`src/rtl/dsp_cond_pkg.sv`:
```
package dsp_cond_pkg;
  typedef enum logic [2:0] {
    CS_CARRY = 3'b000,
    CS_NEG   = 3'b001,
    CS_ZERO  = 3'b010,
    CS_OVF   = 3'b011,
    CS_GT    = 3'b100,
    CS_GE    = 3'b101,
    CS_RSV6  = 3'b110,
    CS_RSV7  = 3'b111
  } cond_sel_e;
endpackage

```
`src/rtl/dsp_rst_sync.sv`:
```
module dsp_rst_sync #(
  parameter int STAGES = 2
) (
  input  logic clk,
  input  logic rst_n,
  output logic rst_sync_n
);
  logic [STAGES-1:0] sync_q;
  logic [STAGES-1:0] sync_d;

  always_comb begin
    sync_d = {sync_q[STAGES-2:0], 1'b1};
  end

  always_ff @(posedge clk or negedge rst_n) begin
    if (!rst_n) sync_q <= '0;
    else        sync_q <= sync_d;
  end

  assign rst_sync_n = sync_q[STAGES-1];
endmodule

```
`src/rtl/dsp_addsub.sv`:
```
module dsp_addsub #(
  parameter int ACC_W = 40
) (
  input  logic [ACC_W-1:0] a,
  input  logic [ACC_W-1:0] b,
  input  logic             sub,
  output logic [ACC_W-1:0] sum,
  output logic             cb_out
);
  logic [ACC_W-1:0] b_eff;
  logic [ACC_W:0]   wide;

  always_comb begin
    b_eff  = sub ? ~b : b;
    wide   = {1'b0, a} + {1'b0, b_eff} + {{ACC_W{1'b0}}, sub};
    sum    = wide[ACC_W-1:0];
    // borrow reported as inverted carry when subtracting
    cb_out = sub ? ~wide[ACC_W] : wide[ACC_W];
  end
endmodule

```
`src/rtl/dsp_cond_eval.sv`:
```
module dsp_cond_eval
  import dsp_cond_pkg::*;
#(
  parameter int GUARD_W = 8,
  parameter int MAIN_W  = 32
) (
  input  logic [GUARD_W+MAIN_W-1:0] res,
  input  logic                      cb,
  input  cond_sel_e                 sel,
  output logic                      flag_val,
  output logic                      sel_valid
);
  localparam int ACC_W = GUARD_W + MAIN_W;
  localparam int OVF_W = GUARD_W + 1;

  logic [OVF_W-1:0] ovf_field;
  logic             is_zero;
  logic             is_neg;
  logic             is_ovf;

  always_comb begin
    ovf_field = res[ACC_W-1:MAIN_W-1];
    is_zero   = (res == '0);
    is_neg    = res[ACC_W-1];
    is_ovf    = !((&ovf_field) || (~|ovf_field));
    flag_val  = 1'b0;
    sel_valid = 1'b1;
    case (sel)
      CS_CARRY: flag_val = cb;
      CS_NEG:   flag_val = is_neg;
      CS_ZERO:  flag_val = is_zero;
      CS_OVF:   flag_val = is_ovf;
      CS_GT:    flag_val = !is_neg && !is_zero;
      CS_GE:    flag_val = !is_neg;
      default:  sel_valid = 1'b0;
    endcase
  end
endmodule

```
`src/rtl/dsp_cond_flag.sv`:
```
module dsp_cond_flag
  import dsp_cond_pkg::*;
#(
  parameter int GUARD_W = 8,
  parameter int MAIN_W  = 32
) (
  input  logic                      clk,
  input  logic                      rst_n,
  input  logic [GUARD_W+MAIN_W-1:0] op_a,
  input  logic [GUARD_W+MAIN_W-1:0] op_b,
  input  logic                      op_sub,
  input  logic [2:0]                cond_sel,
  input  logic                      upd_en,
  output logic [GUARD_W+MAIN_W-1:0] result,
  output logic                      cond_flag
);
  localparam int ACC_W = GUARD_W + MAIN_W;

  logic      rst_sync_n;
  logic      cb;
  logic      flag_val;
  logic      sel_valid;
  logic      flag_q;
  logic      flag_d;
  logic      flag_en;
  cond_sel_e sel_e;

  assign sel_e = cond_sel_e'(cond_sel);

  dsp_rst_sync #(.STAGES(2)) u_rst (
    .clk(clk), .rst_n(rst_n), .rst_sync_n(rst_sync_n)
  );

  dsp_addsub #(.ACC_W(ACC_W)) u_alu (
    .a(op_a), .b(op_b), .sub(op_sub), .sum(result), .cb_out(cb)
  );

  dsp_cond_eval #(.GUARD_W(GUARD_W), .MAIN_W(MAIN_W)) u_eval (
    .res(result), .cb(cb), .sel(sel_e),
    .flag_val(flag_val), .sel_valid(sel_valid)
  );

  always_comb begin
    flag_en = upd_en && sel_valid;
    flag_d  = flag_en ? flag_val : flag_q;
  end

  always_ff @(posedge clk or negedge rst_sync_n) begin
    if (!rst_sync_n) flag_q <= 1'b0;
    else             flag_q <= flag_d;
  end

  assign cond_flag = flag_q;


  neg_mode_chk: assert property (@(posedge clk) disable iff (!rst_sync_n)
    (upd_en && cond_sel == 3'b001) |=> (cond_flag == $past(result[ACC_W-1])));


  zero_mode_chk: assert property (@(posedge clk) disable iff (!rst_sync_n)
    (upd_en && cond_sel == 3'b010) |=> (cond_flag == ($past(result) == '0)));


  ovf_mode_chk: assert property (@(posedge clk) disable iff (!rst_sync_n)
    (upd_en && cond_sel == 3'b011 && result[ACC_W-1:MAIN_W-1] == '1) |=> !cond_flag);


  rsv_hold_chk: assert property (@(posedge clk) disable iff (!rst_sync_n)
    (cond_sel[2:1] == 2'b11) |=> $stable(cond_flag));


  no_upd_hold_chk: assert property (@(posedge clk) disable iff (!rst_sync_n)
    !upd_en |=> $stable(cond_flag));
endmodule

```
`config.mk`:
```
export PLATFORM = sky130hd
export DESIGN_NAME = dsp_cond_flag
export DESIGN_NICKNAME = d
export VERILOG_FILES = /design/src/rtl/dsp_cond_pkg.sv /design/src/rtl/dsp_rst_sync.sv /design/src/rtl/dsp_addsub.sv /design/src/rtl/dsp_cond_eval.sv /design/src/rtl/dsp_cond_flag.sv
export SDC_FILE = /design/constraint.sdc
export NUM_CORES = 1
export LEC_CHECK = 0
export BUFFER_PORTS_ARGS = -buffer_cell sky130_fd_sc_hd__buf_4
export CAP_MARGIN = 20
export CELL_PAD_IN_SITES_DETAIL_PLACEMENT = 0
export CELL_PAD_IN_SITES_GLOBAL_PLACEMENT = 2
export CORE_ASPECT_RATIO = 1.25
export CORE_UTILIZATION = 30
export CTS_CLUSTER_DIAMETER = 30
export DETAILED_ROUTE_END_ITERATION = 12
export HOLD_SLACK_MARGIN = 0.05
export PLACE_DENSITY = 0.9
export SLEW_MARGIN = 10
export SYNTH_ARGS = -nofsm -noshare
export SYNTH_HDL_FRONTEND = slang
export SYNTH_SLANG_ARGS = --single-unit
```
`constraint.sdc`:
```
create_clock -name clk -period 4.7 [get_ports clk]
set_clock_uncertainty 0.1 [all_clocks]
set_input_delay 0 -clock clk [delete_from_list [all_inputs] [get_ports clk]]
set_output_delay 0 -clock clk [all_outputs]
set_load 0.05 [all_outputs]
```
==> results.sh <==
export IMPL_tightestPinTransition_ns=0.763
export IMPL_dieArea_um2=12200
export IMPL_syn_nets=619
export IMPL_layout_common_cells="buf_4 (129), xor2_1 (55), ha_1 (45)"
export IMPL_ir_drop_v=0.000236
export IMPL_mostFrequentLayoutCell="buf_4"
export IMPL_postSynth_asyncResetShare_pct=100
export IMPL_fin_cells=741
export IMPL_avgViaCountPerCell=5.49
export IMPL_clk_latency_ns=0.22
export IMPL_setup_slack_ns=0.347
export IMPL_maxSlewHeadroom_pct=48.8
export IMPL_grt_first_pass_wirelength_mm=20.2
export IMPL_postSynthCellCount=486
export IMPL_fin_tns_setup_ns=0
export IMPL_finalSetupViolations=0
export IMPL_crit_top_cell="buf_4"
export IMPL_critical_path_cell_chain="buf_4 -> buf_4 -> mux2i_4 -> fa_1 -> and2b_1 -> o2111ai_2 -> a2111oi_2 -> o21ai_0 -> nand2_1 -> a21boi_1 -> a211oi_1 -> nand4b_1 -> nor4_2 -> mux2i_1 -> nand4_1 -> dlygate4sd3_1"
export IMPL_cts_buffers=3
export IMPL_cp_end_kind="flop"
export IMPL_status="complete, no violations"
export IMPL_portBuffers=127
export IMPL_clockRootBuffer="clkbuf_16"
export IMPL_h_tree_depth=1
export IMPL_rows=43
export IMPL_fillers=1200
export IMPL_crit_type="primary input to flop"
export IMPL_track_usage_pct=20.8
export IMPL_cp_data_required_time_ns=4.70
export IMPL_worstPathBufferInverterCount=3
export IMPL_max_clock_path_buffers=2
export IMPL_synthFlopType="dfrtp_1"
export IMPL_die_width_um=98.9
export IMPL_seq_area_frac_synth_pct=2.13
export IMPL_start_util_pct=31.3
export IMPL_die_h_um=123
export IMPL_clock_sinks=3
export IMPL_path_clk_slew_ns=0.03
export IMPL_core_um2=11200
export IMPL_postRouteAntennaNets=0
export IMPL_drt_iter0_markers=137
export IMPL_dp_cells=731
export IMPL_synth_enable_flop_cells=0
export IMPL_firstDrtPassIters=4
export IMPL_drv_slew=0
export IMPL_fin_util_pct=41.8
export IMPL_hp_class="flop to flop"
export IMPL_antenna_cells=0
export IMPL_maxCapViolations=0
export IMPL_ys_warn_count=0
export IMPL_path_delay_family="compound AO/OA/AOI/OAI gates"
export IMPL_post_cts_resized=0
export IMPL_hold_violations=0
export IMPL_rsz0062_at_grt="no"
export IMPL_hpwlAfterDp_mm=11.2
export IMPL_cp_max_fo=17
export IMPL_syn_avg_cell_area_um2=7.24
export IMPL_ys_types=80
export IMPL_io_pins=128
export IMPL_routed_via_count=4066
export IMPL_cp_start_kind="primary input"
export IMPL_power_density_nw_per_um2=337
export IMPL_pre_cts_ws_ns=0.753
export IMPL_ys_ff_latch=3
export IMPL_p_leak_uw=0.00211
export IMPL_place_gp_congestion=0.912
export IMPL_slowest_stage="dlygate4sd3_1"
export IMPL_antenna_found_initial=0
export IMPL_fmax_mhz=230
export IMPL_drc=0
export IMPL_grt_max_degree=18
export IMPL_cts_tree="done"
export IMPL_grt_ovfl_total=0
export IMPL_drt_total_wl_mm=12.8
export IMPL_slowest_delay_ns=0.57
export IMPL_area_growth_pct=33.7
export IMPL_grt_pass1_vias=4097
export IMPL_arrival_ns=4.35
export IMPL_fin_crit_sh_pct=92.6
export IMPL_synthesis_area_um2=3520
export IMPL_final_layout_size_suffix_gt1_share_pct=27.6
export IMPL_wl_per_cell_um=17.3
export IMPL_final_min_clock_period_ns=4.35
export IMPL_final_nets=740
## layout make-up
class / instances / area (um2) / area share [%]
repair buffers: 135 / 1030 / 21.9
clock buffers: 4 / 78.8 / 1.68
multi-input cells: 445 / 3280 / 69.8
flip-flops and latches: 3 / 75.1 / 1.60
well taps: 135 / 169 / 3.59
inverters: 19 / 71.3 / 1.52
## state kept, by name, summed over array words and instances, names as in the netlist
register,cells
cond_flag,1
u_rst.sync_q,2
## cell usage after synthesis (all sizes together), types with 5 or more instances
cell | number | area share [%]
o21bai | 5 | 1.1
a21oi | 46 | 7.4
nand2 | 44 | 4.8
and2 | 6 | 1.2
xor2 | 56 | 14
a211oi | 6 | 1.3
a21o | 11 | 2.3
nand4 | 18 | 3.4
ha | 45 | 16
inv | 19 | 2.0
o21ai | 39 | 5.8
a21boi | 6 | 1.3
clkbuf | 8 | 0.96
xnor2 | 13 | 3.2
nor4 | 9 | 1.8
buf | 11 | 1.6
mux2i | 5 | 1.8
o21a | 5 | 1.1
nor3 | 16 | 2.4
o211ai | 7 | 1.6
or3 | 5 | 1.2
nor2 | 36 | 3.8
nand3 | 8 | 1.1
## what timing repair did
action	in CTS	in global routing
hold buffers	6	0
endpoints found under the hold margin	4	0
setup buffers	0	0
## metrics by stage
step	power, uW	hold slack (ns)	area, um2
final	1590	0.256	4700
after CTS	1590	0.258	4700
after detailed placement	1440	-0.314	4570
after floorplan	1020	-0.396	3520
after global placement	1440	-0.315	4570
after global routing	1680	0.266	4700
## path summary, 6_finish.rpt
| path | start | endpoint | slack (ns) | depth (start not counted) |
|---|---|---|---|---|
| hold / removal | u_rst.sync_q[0] | u_rst.sync_q[1] | 0.26 | 0 |
| min in group asynchronous | u_rst.sync_q[1] | cond_flag | 0.45 | 1 |
| hold reg to reg | u_rst.sync_q[0] | u_rst.sync_q[1] | 0.26 | 0 |
| setup / recovery | op_sub | cond_flag | 0.35 | 16 |
| max in group asynchronous | rst_n | u_rst.sync_q[0] | 3.84 | 3 |
| setup reg to reg | cond_flag | cond_flag | 2.64 | 4 |
## logic make-up after synthesis
group                      after synthesis  share of synthesized area (%)
DFF                                      3                           2.13
other                                    1                          0.107
muxes                                    6                           2.10
buffers and inverters                   38                           4.59
and+or+nand+nor                        167                           25.8
xor gates and xnor gates                69                           17.4
AOI/OAI and AO/OA                      156                           31.3
adders and majority gates               46                           16.6
## metal layers
layer  GRT usage, %  share of wire [%]  up-vias  routed length, um
met4           3.54                1.8        0                231
met1           24.2                 41     1882               5280
li1               -                  -     2054                  -
met2           41.0                 53      114               6770
met3           2.54                4.2       16                533
met5              0                  0        -                  0
## report_power, final
part | switching (uW) | internal (uW)
sequential | 3.72 | 29.4
clock | 21.8 | 112
combinational | 958 | 461
total | 983 | 603
(Power assumes the default switching activity.)
